[src/rtl/pp_pkg.sv]
package pp_pkg;
  // majority of three: carry generation of one full-adder cell
  function automatic logic maj3(input logic x, input logic y, input logic z);
    return (x & y) | (x & z) | (y & z);
  endfunction

  // parity correction for inverting a word of the given width:
  // complementing an odd-width word inverts its parity
  function automatic logic invert_fix(input logic do_inv, input int width);
    return do_inv & (width % 2 == 1);
  endfunction

  // effective carry into bit 0: borrow-in is inverted for subtraction
  function automatic logic first_carry(input logic cin, input logic is_sub);
    return cin ^ is_sub;
  endfunction
endpackage

[src/rtl/pp_operand_prep.sv]
module pp_operand_prep
  import pp_pkg::*;
#(
  parameter int W = 16
) (
  input  logic [W-1:0] b_in,
  input  logic         par_b_in,
  input  logic         cin,
  input  logic         is_sub,
  output logic [W-1:0] b_eff,
  output logic         par_b_eff,
  output logic         c0
);
  assign b_eff     = is_sub ? ~b_in : b_in;
  assign par_b_eff = par_b_in ^ invert_fix(is_sub, W);
  assign c0        = first_carry(cin, is_sub);
endmodule

[src/rtl/pp_ripple_chain.sv]
module pp_ripple_chain
  import pp_pkg::*;
#(
  parameter int W = 16
) (
  input  logic [W-1:0] a,
  input  logic [W-1:0] b,
  input  logic         c0,
  input  logic [W-1:0] inj,
  output logic [W-1:0] s,
  output logic [W:0]   carry
);
  assign carry[0] = c0;

  for (genvar i = 0; i < W; i++) begin : g_cell
    logic c_to_sum;
    // the tap feeding the sum XOR may be corrupted; the chain itself is not
    assign c_to_sum   = carry[i] ^ inj[i];
    assign s[i]       = a[i] ^ b[i] ^ c_to_sum;
    assign carry[i+1] = maj3(a[i], b[i], carry[i]);
  end
endmodule

[src/rtl/pp_parity_predict.sv]
module pp_parity_predict #(
  parameter int W = 16
) (
  input  logic         par_a,
  input  logic         par_b_eff,
  input  logic [W-1:0] carries_in,
  output logic         pred
);
  logic carry_par;
  assign carry_par = ^carries_in;
  assign pred      = par_a ^ par_b_eff ^ carry_par;
endmodule

[src/rtl/pp_parity_check.sv]
module pp_parity_check #(
  parameter int W = 16
) (
  input  logic [W-1:0] a,
  input  logic [W-1:0] b,
  input  logic         par_a,
  input  logic         par_b,
  input  logic [W-1:0] s,
  input  logic         pred,
  output logic         opnd_bad,
  output logic         sum_mismatch
);
  assign opnd_bad     = ((^a) != par_a) | ((^b) != par_b);
  assign sum_mismatch = (^s) != pred;
endmodule

[src/rtl/parity_pred_adder.sv]
module parity_pred_adder #(
  parameter int W = 16
) (
  input  logic         clk,
  input  logic         rst_n,
  input  logic         in_valid,
  input  logic [W-1:0] op_a,
  input  logic [W-1:0] op_b,
  input  logic         par_a,
  input  logic         par_b,
  input  logic         carry_in,
  input  logic         sub,
  input  logic [W-1:0] inj_carry,
  output logic         out_valid,
  output logic [W-1:0] sum,
  output logic         carry_out,
  output logic         pred_par,
  output logic         err
);
  localparam int CW = W + 1;

  logic [W-1:0]  b_eff;
  logic          par_b_eff;
  logic          c0;
  logic [W-1:0]  sum_now;
  logic [CW-1:0] carry_vec;
  logic          pred_now;
  logic          opnd_bad_now;
  logic          mismatch_now;
  logic          fault_now;

  pp_operand_prep #(.W(W)) u_prep (
    .b_in(op_b), .par_b_in(par_b), .cin(carry_in), .is_sub(sub),
    .b_eff(b_eff), .par_b_eff(par_b_eff), .c0(c0)
  );

  pp_ripple_chain #(.W(W)) u_chain (
    .a(op_a), .b(b_eff), .c0(c0), .inj(inj_carry),
    .s(sum_now), .carry(carry_vec)
  );

  pp_parity_predict #(.W(W)) u_pred (
    .par_a(par_a), .par_b_eff(par_b_eff), .carries_in(carry_vec[W-1:0]),
    .pred(pred_now)
  );

  pp_parity_check #(.W(W)) u_chk_logic (
    .a(op_a), .b(op_b), .par_a(par_a), .par_b(par_b),
    .s(sum_now), .pred(pred_now),
    .opnd_bad(opnd_bad_now), .sum_mismatch(mismatch_now)
  );

  assign fault_now = opnd_bad_now | mismatch_now;

  always_ff @(posedge clk) begin
    if (!rst_n) begin
      out_valid <= 1'b0;
      sum       <= '0;
      carry_out <= 1'b0;
      pred_par  <= 1'b0;
      err       <= 1'b0;
    end else begin
      out_valid <= in_valid;
      err       <= in_valid & fault_now;
      if (in_valid) begin
        sum       <= sum_now;
        carry_out <= carry_vec[W];
        pred_par  <= pred_now;
      end
    end
  end
endmodule

[config.mk]
export PLATFORM = sky130hd
export DESIGN_NAME = parity_pred_adder
export DESIGN_NICKNAME = d
export VERILOG_FILES = /design/src/rtl/pp_pkg.sv /design/src/rtl/pp_operand_prep.sv /design/src/rtl/pp_ripple_chain.sv /design/src/rtl/pp_parity_predict.sv /design/src/rtl/pp_parity_check.sv /design/src/rtl/parity_pred_adder.sv
export SDC_FILE = /design/constraint.sdc
export NUM_CORES = 1
export LEC_CHECK = 0
export BUFFER_PORTS_ARGS = -buffer_cell sky130_fd_sc_hd__clkbuf_2
export CORE_MARGIN = 2
export CORE_UTILIZATION = 47
export CTS_CLUSTER_SIZE = 8
export DETAILED_ROUTE_END_ITERATION = 16
export GPL_TIMING_DRIVEN = 0
export PLACE_DENSITY = 0.72
export SLEW_MARGIN = 0
export SYNTH_ARGS = -nofsm -noshare
export SYNTH_HDL_FRONTEND = slang
export SYNTH_HIERARCHICAL = 1
export SYNTH_SLANG_ARGS = --single-unit
[constraint.sdc]
create_clock -name clk -period 5.5 [get_ports clk]
set_clock_uncertainty 0.15 [all_clocks]
set_input_delay 0.55 -clock clk [delete_from_list [all_inputs] [get_ports clk]]
set_output_delay 0.55 -clock clk [all_outputs]
set_load 0.005 [all_outputs]
==> results of run 1 <==
## routing by layer
layer / wire length (um) / GRT usage / vias to the layer above / part of all wire
li1: - / - / 1017 / -
met1: 2370 / 0.229 / 898 / 0.44
met2: 2670 / 0.332 / 51 / 0.50
met3: 260 / 0.0405 / 4 / 0.049
met4: 53 / 0.0218 / 0 / 0.0099
met5: 0 / 0 / - / 0
## registers in the layout (all words and copies together), names as in the netlist
register and flops:
carry_out 1, err 1, out_valid 1, pred_par 1, sum 16
## kinds of logic after synthesis
| kind of cell | after synthesis | share of synthesized area |
|---|---|---|
| xor gates and xnor gates | 111 | 0.420 |
| and+or+nand+nor | 45 | 0.112 |
| AOI/OAI and AO/OA | 35 | 0.109 |
| DFF | 20 | 0.165 |
| muxes | 18 | 0.0741 |
| adders and majority gates | 16 | 0.0824 |
| buffers and inverters | 10 | 0.0381 |
## critical path, stage by stage
cell	delay, ps
buf_6	130
buf_12	150
xor2_1	200
ha_1	230
o21ai_2	90
a21oi_1	100
or4b_4	530
o22a_4	240
a311o_1	340
xnor2_1	190
xnor2_1	140
xnor3_1	420
xnor2_1	290
xor2_1	210
xnor2_1	150
xnor2_1	150
xnor2_1	170
xnor2_1	100
o21a_1	180
## synthesized netlist by cell type, types with 2 or more instances
cell / instances
a21o_1: 5
a21oi_1: 4
and2_1: 2
buf_12: 2
buf_4: 2
buf_6: 2
dfxtp_1: 20
ha_1: 16
inv_1: 3
mux2i_1: 18
nand2b_1: 3
nor2_1: 6
nor2b_1: 20
nor3_1: 3
o21ai_0: 4
o21bai_1: 4
o22ai_1: 4
o32ai_1: 2
or2_2: 6
xnor2_1: 81
xnor3_1: 3
xor2_1: 26
## layout make-up
class                   instances  area (um^2)
repair buffers                 72          360
plain buffers                   7         81.3
inverters                       3         11.3
flip-flops and latches         20          400
clock buffers                   4         55.1
multi-input cells             225         1940
fillers                       478         2110
well taps                      70         87.6
## how the worst max path moves through the flow
stage          startpoint   to  slack (ps)  cells after the start
6_report              sub  err         910                     19
5_1_grt               sub  err         690                     19
4_1_cts               sub  err         920                     19
3_5_place_dp          sub  err         700                     19
3_3_place_gp          sub  err         770                     19
2_1_floorplan         sub  err        1040                     19
## power groups by stage
stage | clock [W] | combinational, W | sequential [W]
6_report | 0.000110 | 0.000834 | 0.000186
5_1_grt | 0.000117 | 0.000916 | 0.000188
4_1_cts | 0.000112 | 0.000845 | 0.000186
3_5_place_dp | 0 | 0.000824 | 0.000189
3_3_place_gp | 0 | 0.000808 | 0.000188
2_1_floorplan | 0 | 0.000671 | 0.000190
## per-stage QoR
stage	setup slack, ps	power [W]	std cells	instance area, um^2
after floorplan	1040	0.000861	255	2430
after global placement	772	0.000997	397	2880
after detailed placement	703	0.00101	397	2880
after CTS	915	0.00114	401	2930
after global routing	686	0.00122	401	2930
final	913	0.00113	401	2930
==> run_results.csv, run 1 <==
group,metric,value,unit
outcome,outcome,"completed",
setup_path,crit_type,"in2reg",
clocking,ctsRootBufferMaster,"clkbuf_8",
route,num_vias,1970,
die,io_pins,75,
die,core-area,5040,um^2
clocking,clkLatencyLatePin,250,ps
placed_design,dp_hpwl,4.68,mm
synth,postSynthCellCount,255,
layout,drive_above_1_share,0.287,
layout,final_nets,403,
synth,syn_area,2430,um^2
route,drcViolationCount,0,
timing,period_share,0.834,
synth,avgSynthCellArea,9.53,um^2
clocking,cts-htree-levels,1,
timing,hold_violations,0,
min_path,hold_end,"sum[15]",
clocking,postCtsResizedCells,0,
min_path,hold_path_depth,2,
layout,syn2layout_area_growth,20.7,%
grt,antenna_found_initial,0,
timing,final_max_slew_viol_count,0,
synth,yosys.area.top_type_share,0.292,
die,start_util,0.482,
setup_path,crit_fanout,10,
power,netSwitchingFraction,0.397,
clocking,clkSlewWorstSetupHoldPaths,70,ps
grt,overflow,0,
route,avgRoutedWirePerCell,13.3,um
die,die_area,5760,um^2
synth,synth_area_leader_cell,"xnor2_1",
grt,grt_usage,0.183,
timing,fmax,218,MHz
synth,synth_seq_area_share,0.165,
setup_path,r2r_slack,4740,ps
setup_path,r2r-end,"sum[6]",
synth,ys_types,41,
layout,layout_common_cells,"xnor2_1 (81), clkbuf_2 (72), xor2_1 (26)",
timing,setup_tns,0,ps
power,power.share.clock,0.098,
route,routed_wl,5.35,mm
timing,setup_viol,0,
timing,rsz0062_at_grt,"no",
clocking,hold_buffers,0,
setup_path,endpoint_kind,"flip-flop",
power,p_switching,0.000448,W
setup_path,r2r_start,"sum[6]",
clocking,post_cts_buffers,0,
synth,ys_async_sr_fraction,0,
placed_design,place_congestion,0.885,
route,ant_nets,0,
power,p_leak,1.30,nW
setup_path,arrival,4590,ps
timing,finalCriticalPeriod,4590,ps
setup_path,cp-start-kind,"input pin",
layout,final_util,0.582,
grt,grt_max_degree,12,
clocking,cts_tree,"built",
die,die_x,75.9,um
route,dr.pass1.iters,4,
min_path,hp-start,"sum[15]",
clocking,clk_path_buf_depth,2,
timing,whs,364,ps
route,routed_via_density,4.91,
power,seq_power_share,0.164,
power,combPwrFrac,0.738,
power,ir_drop,0.247,mV
clocking,cts_buffers,3,
route,drtIter0Drc,62,
timing,tightest_slew,629,ps
min_path,hold_path.class,"reg2reg",
layout,diodes,0,
setup_path,worst_ep_required_time,5500,ps
synth,synth_area_leaders,"xnor2_1 (29%), dfxtp_1 (16%), xor2_1 (9.4%)",
die,rows,26,
placed_design,port_buffers,72,
synth,ys_warn_count,6,
grt,grt_pass1_vias,1963,
synth,synth_ff_type,"dfxtp_1",
setup_path,r2r_cells,2,
synth,synth_edf_count,0,
synth,syn_nets,326,
clocking,cts.sinks,20,
layout,final_common_cell,"xnor2_1",
die,die_h,75.9,um
grt,grt_pass1_wl,8.71,mm
flow_run,max-cap-violations,0,
power,p_int,0.000681,W
timing,slew_headroom,0.575,
synth,ys_seq_elements,20,
power,power_density,385,nW/um^2
Note: power is estimated with default switching activity, not from simulation.
==> run 2, diff against run 1 <==
--- a/config.mk
+++ b/config.mk
@@ -5,13 +5,14 @@
 export SDC_FILE = /design/constraint.sdc
 export NUM_CORES = 1
 export LEC_CHECK = 0
+export ABC_AREA = 1
 export BUFFER_PORTS_ARGS = -buffer_cell sky130_fd_sc_hd__clkbuf_2
 export CORE_MARGIN = 2
 export CORE_UTILIZATION = 47
 export CTS_CLUSTER_SIZE = 8
 export DETAILED_ROUTE_END_ITERATION = 16
 export GPL_TIMING_DRIVEN = 0
-export PLACE_DENSITY = 0.72
+export PLACE_DENSITY = 0.69
 export SLEW_MARGIN = 0
 export SYNTH_ARGS = -nofsm -noshare
 export SYNTH_HDL_FRONTEND = slang
==> constraint.sdc (replaced) <==
create_clock -name clk -period 4.7 [get_ports clk]
set_clock_uncertainty 0.15 [all_clocks]
set_input_delay 0.47 -clock clk [delete_from_list [all_inputs] [get_ports clk]]
set_output_delay 0.47 -clock clk [all_outputs]
set_load 0.005 [all_outputs]
==> run 2 against run 1 <==
Compared with the run above: sequential cell count is the same; global-route usage shrank 2.1 points; cell area rose by 29%; die area is 32% higher; largest cell class unchanged; highest routed layer unchanged.
==> run_results.csv, run 2 <==
group,metric,value,unit
outcome,outcome,"completed",
clocking,hold_buffers,0,
grt,grt_pass1_vias,2610,
setup_path,critPathMaxStageDelay,160,ps
route,routed_wl,6.18,mm
die,core-area,6760,um^2
timing,rsz0062_at_grt,"no",
synth,ys_async_sr_fraction,0,
layout,diodes,0,
clocking,clkLatencyLatePin,250,ps
synth,synth_ff_type,"dfxtp_1",
placed_design,place_congestion,0.814,
layout,layout_common_cells,"nand2_1 (204), inv_1 (89), clkbuf_2 (71)",
min_path,hold_path.class,"reg2reg",
power,p_leak,2.34,nW
die,rows,30,
die,start_util,0.482,
timing,slew_headroom,0.766,
synth,synth_mux_area_frac,0,
route,avgRoutedWirePerCell,8.95,um
setup_path,crit_type,"in2reg",
synth,synth_edf_count,0,
synth,postSynthCellCount,535,
synth,ys_types,22,
die,die_h,87.2,um
route,ant_nets,0,
timing,tightest_slew,350,ps
synth,avgSynthCellArea,6.08,um^2
synth,ys_warn_count,6,
flow_run,max-cap-violations,0,
timing,setup_tns,0,ps
power,power_density,289,nW/um^2
setup_path,endpoint_kind,"flip-flop",
clocking,cts_buffers,3,
die,die_x,87.2,um
die,die_area,7610,um^2
synth,synthTopCellsByCount,"nand2_1 (205), inv_1 (89), nor2_1 (43)",
setup_path,crit_top_cell,"nand2_4",
synth,synth_seq_area_share,0.123,
route,dr.pass1.iters,4,
clocking,clk_path_buf_depth,2,
layout,fin_area,3790,um^2
placed_design,pre_cts_ws,75.9,ps
route,drtIter0Drc,75,
setup_path,crit_fanout,9,
timing,period_share,0.909,
layout,final_common_cell,"nand2_1",
layout,largest_register,"sum",
placed_design,port_buffers,71,
timing,hold_violations,0,
timing,setup_viol,0,
synth,yosysMostFrequentCell,"nand2_1",
timing,final_max_slew_viol_count,0,
synth,ys_seq_elements,20,
route,num_vias,3008,
setup_path,cp_slowest_cell,"xor2_2",
setup_path,arrival,4270,ps
power,ir_drop,0.139,mV
setup_path,worst_ep_required_time,4700,ps
synth,synth_area_leader_cell,"nand2_1",
route,routed_via_density,4.35,
layout,largest_reg_flops,16,
synth,syn_nets,606,
clocking,cts_tree,"built",
layout,final_cells,691,
clocking,ctsRootBufferMaster,"clkbuf_8",
synth,yosys.area_share.adder,0.0615,
synth,synth_compound_area_frac,0.00154,
timing,finalWorstSetupSlack,429,ps
synth,syn_area,3250,um^2
layout,nFillCells,705,
synth,synth_area_leaders,"nand2_1 (24%), dfxtp_1 (12%), xnor2_1 (11%)",
grt,antenna_found_initial,0,
placed_design,dp_hpwl,5.56,mm
timing,fmax,234,MHz
setup_path,cp-start-kind,"input pin",
layout,final_nets,683,
synth,synth_xor_area_frac,0.213,
placed_design,place_area,3710,um^2
grt,grt_pass1_wl,10.3,mm
clocking,cts-htree-levels,1,
timing,whs,321,ps
synth,yosys.area.top_type_share,0.236,
clocking,clkSlewWorstSetupHoldPaths,70,ps
layout,syn2layout_area_growth,16.5,%
synth,synth_top_family_by_area,"simple AND/OR/NAND/NOR gates",
clocking,cts.sinks,20,
route,drcViolationCount,0,
layout,drive_above_1_share,0.236,
grt,grt_max_degree,12,
synth,yosys.area_share.simple,0.457,
die,io_pins,75,
grt,overflow,0,
timing,finalCriticalPeriod,4270,ps
placed_design,dp_cells,686,
grt,grt_usage,0.162,
## run 2: changes by cell type after synthesis, sizes merged, moves of 13 or more
cell and change:
nand3 +16, nor2b -20, xor2 +13, nor2 +38
nand2 +240, xnor2 -42, mux2i -18, inv +88
## run 2: cell families (layout without fill, tap and decap cells)
kind of cell               count (synthesis)  after routing
DFF                                       20             20
adders and majority gates                 16             16
AOI/OAI and AO/OA                          1              1
xor gates and xnor gates                  79             79
and+or+nand+nor                          317            317
buffers and inverters                    102            178
## run 2: layout make-up
type	instances	area [um^2]	share of cell area
Buffer	11	120	0.0317
Clock buffer	4	55.1	0.0145
Inverter	91	349	0.0920
Multi-Input combinational cell	413	2400	0.634
Sequential cell	20	400	0.106
Tap cell	80	100	0.0264
Timing Repair Buffer	72	363	0.0957
## run 2: worst max-delay path: cells and delay by family
family / cells / cell delay [ps]
AND/OR/NAND/NOR: 45 / 3140
XOR/XNOR: 1 / 160
adder cells (fa/ha/maj): 1 / 140
buffers and inverters: 4 / 310
## run 2: path summary, 6_finish.rpt
| path | start | endpoint | slack, ps | cells after the start |
|---|---|---|---|---|
| max | sub | err | 430 | 51 |
| min | sum[12] | sum[12] | 320 | 2 |
| max reg2reg | sum[5] | sum[5] | 3990 | 2 |
| min reg2reg | sum[12] | sum[12] | 320 | 2 |
## run 2: per-layer routing
layer  global-route usage  routed length, um  up-vias
met4               0.0336                 47        0
met5                    0                  0        -
li1                     -                  -     1697
met2                0.309               3000       47
met1                0.198               2940     1258
met3              0.00948                191        6
## run 2: timing repair
action | 4_1_cts | 5_1_grt
endpoints found under the setup margin | 0 | 1
buffers inserted | 0 | 1
endpoints found under the hold margin | 0 | 0
gates resized for setup | 0 | 4
## run 2: power by group
part           switching [W]  total (W)  internal [W]  leakage [nW]
registers          0.0000102   0.000202      0.000192         0.166
logic               0.000446   0.000770      0.000324          2.15
clock network      0.0000514   0.000126     0.0000744        0.0288
## run 2: through the flow
stage               total power [W]  utilization
floorplan                  0.000817            -
global route                0.00121        0.561
finish                      0.00110        0.561
global placement           0.000944        0.549
detailed placement         0.000966        0.549
CTS                         0.00109        0.557
==> run 3, diff against run 2 <==
--- a/config.mk
+++ b/config.mk
@@ -5,14 +5,15 @@
 export SDC_FILE = /design/constraint.sdc
 export NUM_CORES = 1
 export LEC_CHECK = 0
-export ABC_AREA = 1
 export BUFFER_PORTS_ARGS = -buffer_cell sky130_fd_sc_hd__clkbuf_2
 export CORE_MARGIN = 2
 export CORE_UTILIZATION = 47
 export CTS_CLUSTER_SIZE = 8
 export DETAILED_ROUTE_END_ITERATION = 16
 export GPL_TIMING_DRIVEN = 0
-export PLACE_DENSITY = 0.69
+export PLACE_DENSITY = 0.72
+export RECOVER_POWER = 100
+export SKIP_LAST_GASP = 1
 export SLEW_MARGIN = 0
 export SYNTH_ARGS = -nofsm -noshare
 export SYNTH_HDL_FRONTEND = slang
==> run 3 against run 2 <==
Compared with the run above: via count shrank 34%; sequential cell count is the same; critical endpoint unchanged; largest power group unchanged; critical path type unchanged; register-to-register slack lost 60 ps; global-route usage grew 2.1 points; sequential share of layout area grew 3.2 points; highest routed layer unchanged.
==> run_results.csv, run 3 (synthesis results as in run 1) <==
group,metric,value,unit
setup_path,arrival,4470,ps
clocking,clkLatencyLatePin,250,ps
power,p_int,0.000810,W
clocking,cts-htree-levels,1,
route,wl_met1,2.40,mm
setup_path,cp-start-kind,"input pin",
route,dr.max_layer_used,"met4",
timing,slew_headroom,0.540,
layout,final_common_cell,"xnor2_1",
layout,largest_register,"sum",
setup_path,crit_chain,"buf_6 -> buf_12 -> xor2_1 -> ha_1 -> o21ai_2 -> a21oi_1 -> or4b_4 -> o22a_4 -> a311o_1 -> xnor2_1 -> xnor2_1 -> xnor3_1 -> xnor2_2 -> xor2_1 -> xnor2_1 -> xnor2_1 -> xnor2_1 -> xnor2_1 -> o21a_1",
power,ir_drop,0.290,mV
route,routed_via_density,4.93,
flow_run,max-cap-violations,0,
power,p_switching,0.000539,W
placed_design,port_buffers,72,
placed_design,dp_hpwl,4.68,mm
die,rows,26,
die,start_util,0.482,
grt,grt_pass1_wl,8.71,mm
placed_design,place_congestion,0.885,
route,dr.pass1.iters,4,
die,io_pins,75,
power,seq_power_share,0.161,
route,drtIter0Drc,62,
timing,final_max_slew_viol_count,0,
setup_path,r2r_cells,2,
route,ant_nets,0,
power,combPwrFrac,0.743,
clocking,hold_buffers,0,
clocking,clk_path_buf_depth,2,
die,die_area,5760,um^2
grt,grt_pass1_vias,1963,
setup_path,crit_fanout,10,
power,power_density,462,nW/um^2
min_path,hold_path_depth,2,
power,p_total,0.00135,W
route,routed_wl,5.41,mm
grt,overflow,0,
power,power.share.clock,0.096,
power,netSwitchingFraction,0.400,
layout,diodes,0,
route,dr_wl_met2,2.70,mm
clocking,cts_tree,"built",
timing,finalCriticalPeriod,4470,ps
power,p_leak,1.28,nW
outcome,outcome,"completed",
grt,antenna_found_initial,0,
min_path,hold_path.class,"reg2reg",
route,wl_met3,262,um
clocking,cts_buffers,3,
layout,final_nets,403,
setup_path,cp_slowest_cell,"or4b_4",
layout,syn2layout_area_growth,20.1,%
timing,period_share,0.950,
die,die_h,75.9,um
grt,grt_usage,0.183,
clocking,cts.sinks,20,
setup_path,crit_top_cell,"xnor2_1",
timing,setup_tns,0,ps
grt,grt_max_degree,12,
setup_path,crit_type,"in2reg",
die,core-area,5040,um^2
setup_path,worst_ep_required_time,4700,ps
route,drcViolationCount,0,
route,avgRoutedWirePerCell,13.5,um
route,num_vias,1978,
layout,drive_above_1_share,0.272,
clocking,clkSlewWorstSetupHoldPaths,70,ps
layout,largest_reg_flops,16,
clocking,ctsRootBufferMaster,"clkbuf_8",
timing,setup_viol,0,
timing,tightest_slew,690,ps
timing,hold_violations,0,
layout,layout_common_cells,"xnor2_1 (80), clkbuf_2 (67), xor2_1 (26)",
setup_path,critPathMaxStageDelay,530,ps
setup_path,endpoint_kind,"flip-flop",
die,die_x,75.9,um
timing,fmax,224,MHz
[run 3: path summary, 6_finish.rpt]
| path | end | from | slack (ps) |
|---|---|---|---|
| max | err | sub | 230 |
| min reg2reg | sum[15] | sum[15] | 360 |
| max reg2reg | sum[6] | sum[6] | 3930 |
| min | sum[15] | sum[15] | 360 |
[run 3: area by class of cell]
class                      instances  area, um^2
fill                             482        2120
multi-input combinational        225        1940
sequential                        20         400
timing repair buffer              72         354
tap                               70        87.6
buffer                             7        65.1
clock buffer                       4        55.1
inverter                           3        11.3
[run 3: worst max-delay path, delay by kind of cell]
kind            cells  cell delay [ps]
compound gates      5              960
xor+xnor           10             1980
fa+ha+maj           1              230
buf+inv             2              280
simple gates        1              530
[run 3: per-layer routing]
metal | track usage | up-vias
met5 | 0 | -
met4 | 0.0218 | 0
met3 | 0.0405 | 4
met2 | 0.332 | 53
met1 | 0.229 | 904
li1 | - | 1017
[run 3: per-stage QoR]
stage          std cells  hold slack [ps]   util  worst slack (ps)  area [um^2]
3_5_place_dp         397              355  0.571             -17.0         2880
4_1_cts              401              373  0.582               195         2930
6_report             401              363  0.579               233         2920
3_3_place_gp         397              349  0.571              52.5         2880
5_1_grt              401              389  0.579             -15.3         2920
2_1_floorplan        255              357      -               322         2430
[run 3: power by group through the flow]
stage               clock network (W)  logic (W)  registers, W
floorplan                           0   0.000785      0.000222
global placement                    0   0.000946      0.000220
detailed placement                  0   0.000964      0.000221
CTS                          0.000131   0.000989      0.000218
global route                 0.000137    0.00110      0.000220
finish                       0.000130    0.00100      0.000217
[run 3: timing repair]
action,CTS,global route
gates resized for setup,0,1
setup buffers,0,0
setup endpoints to repair,0,1
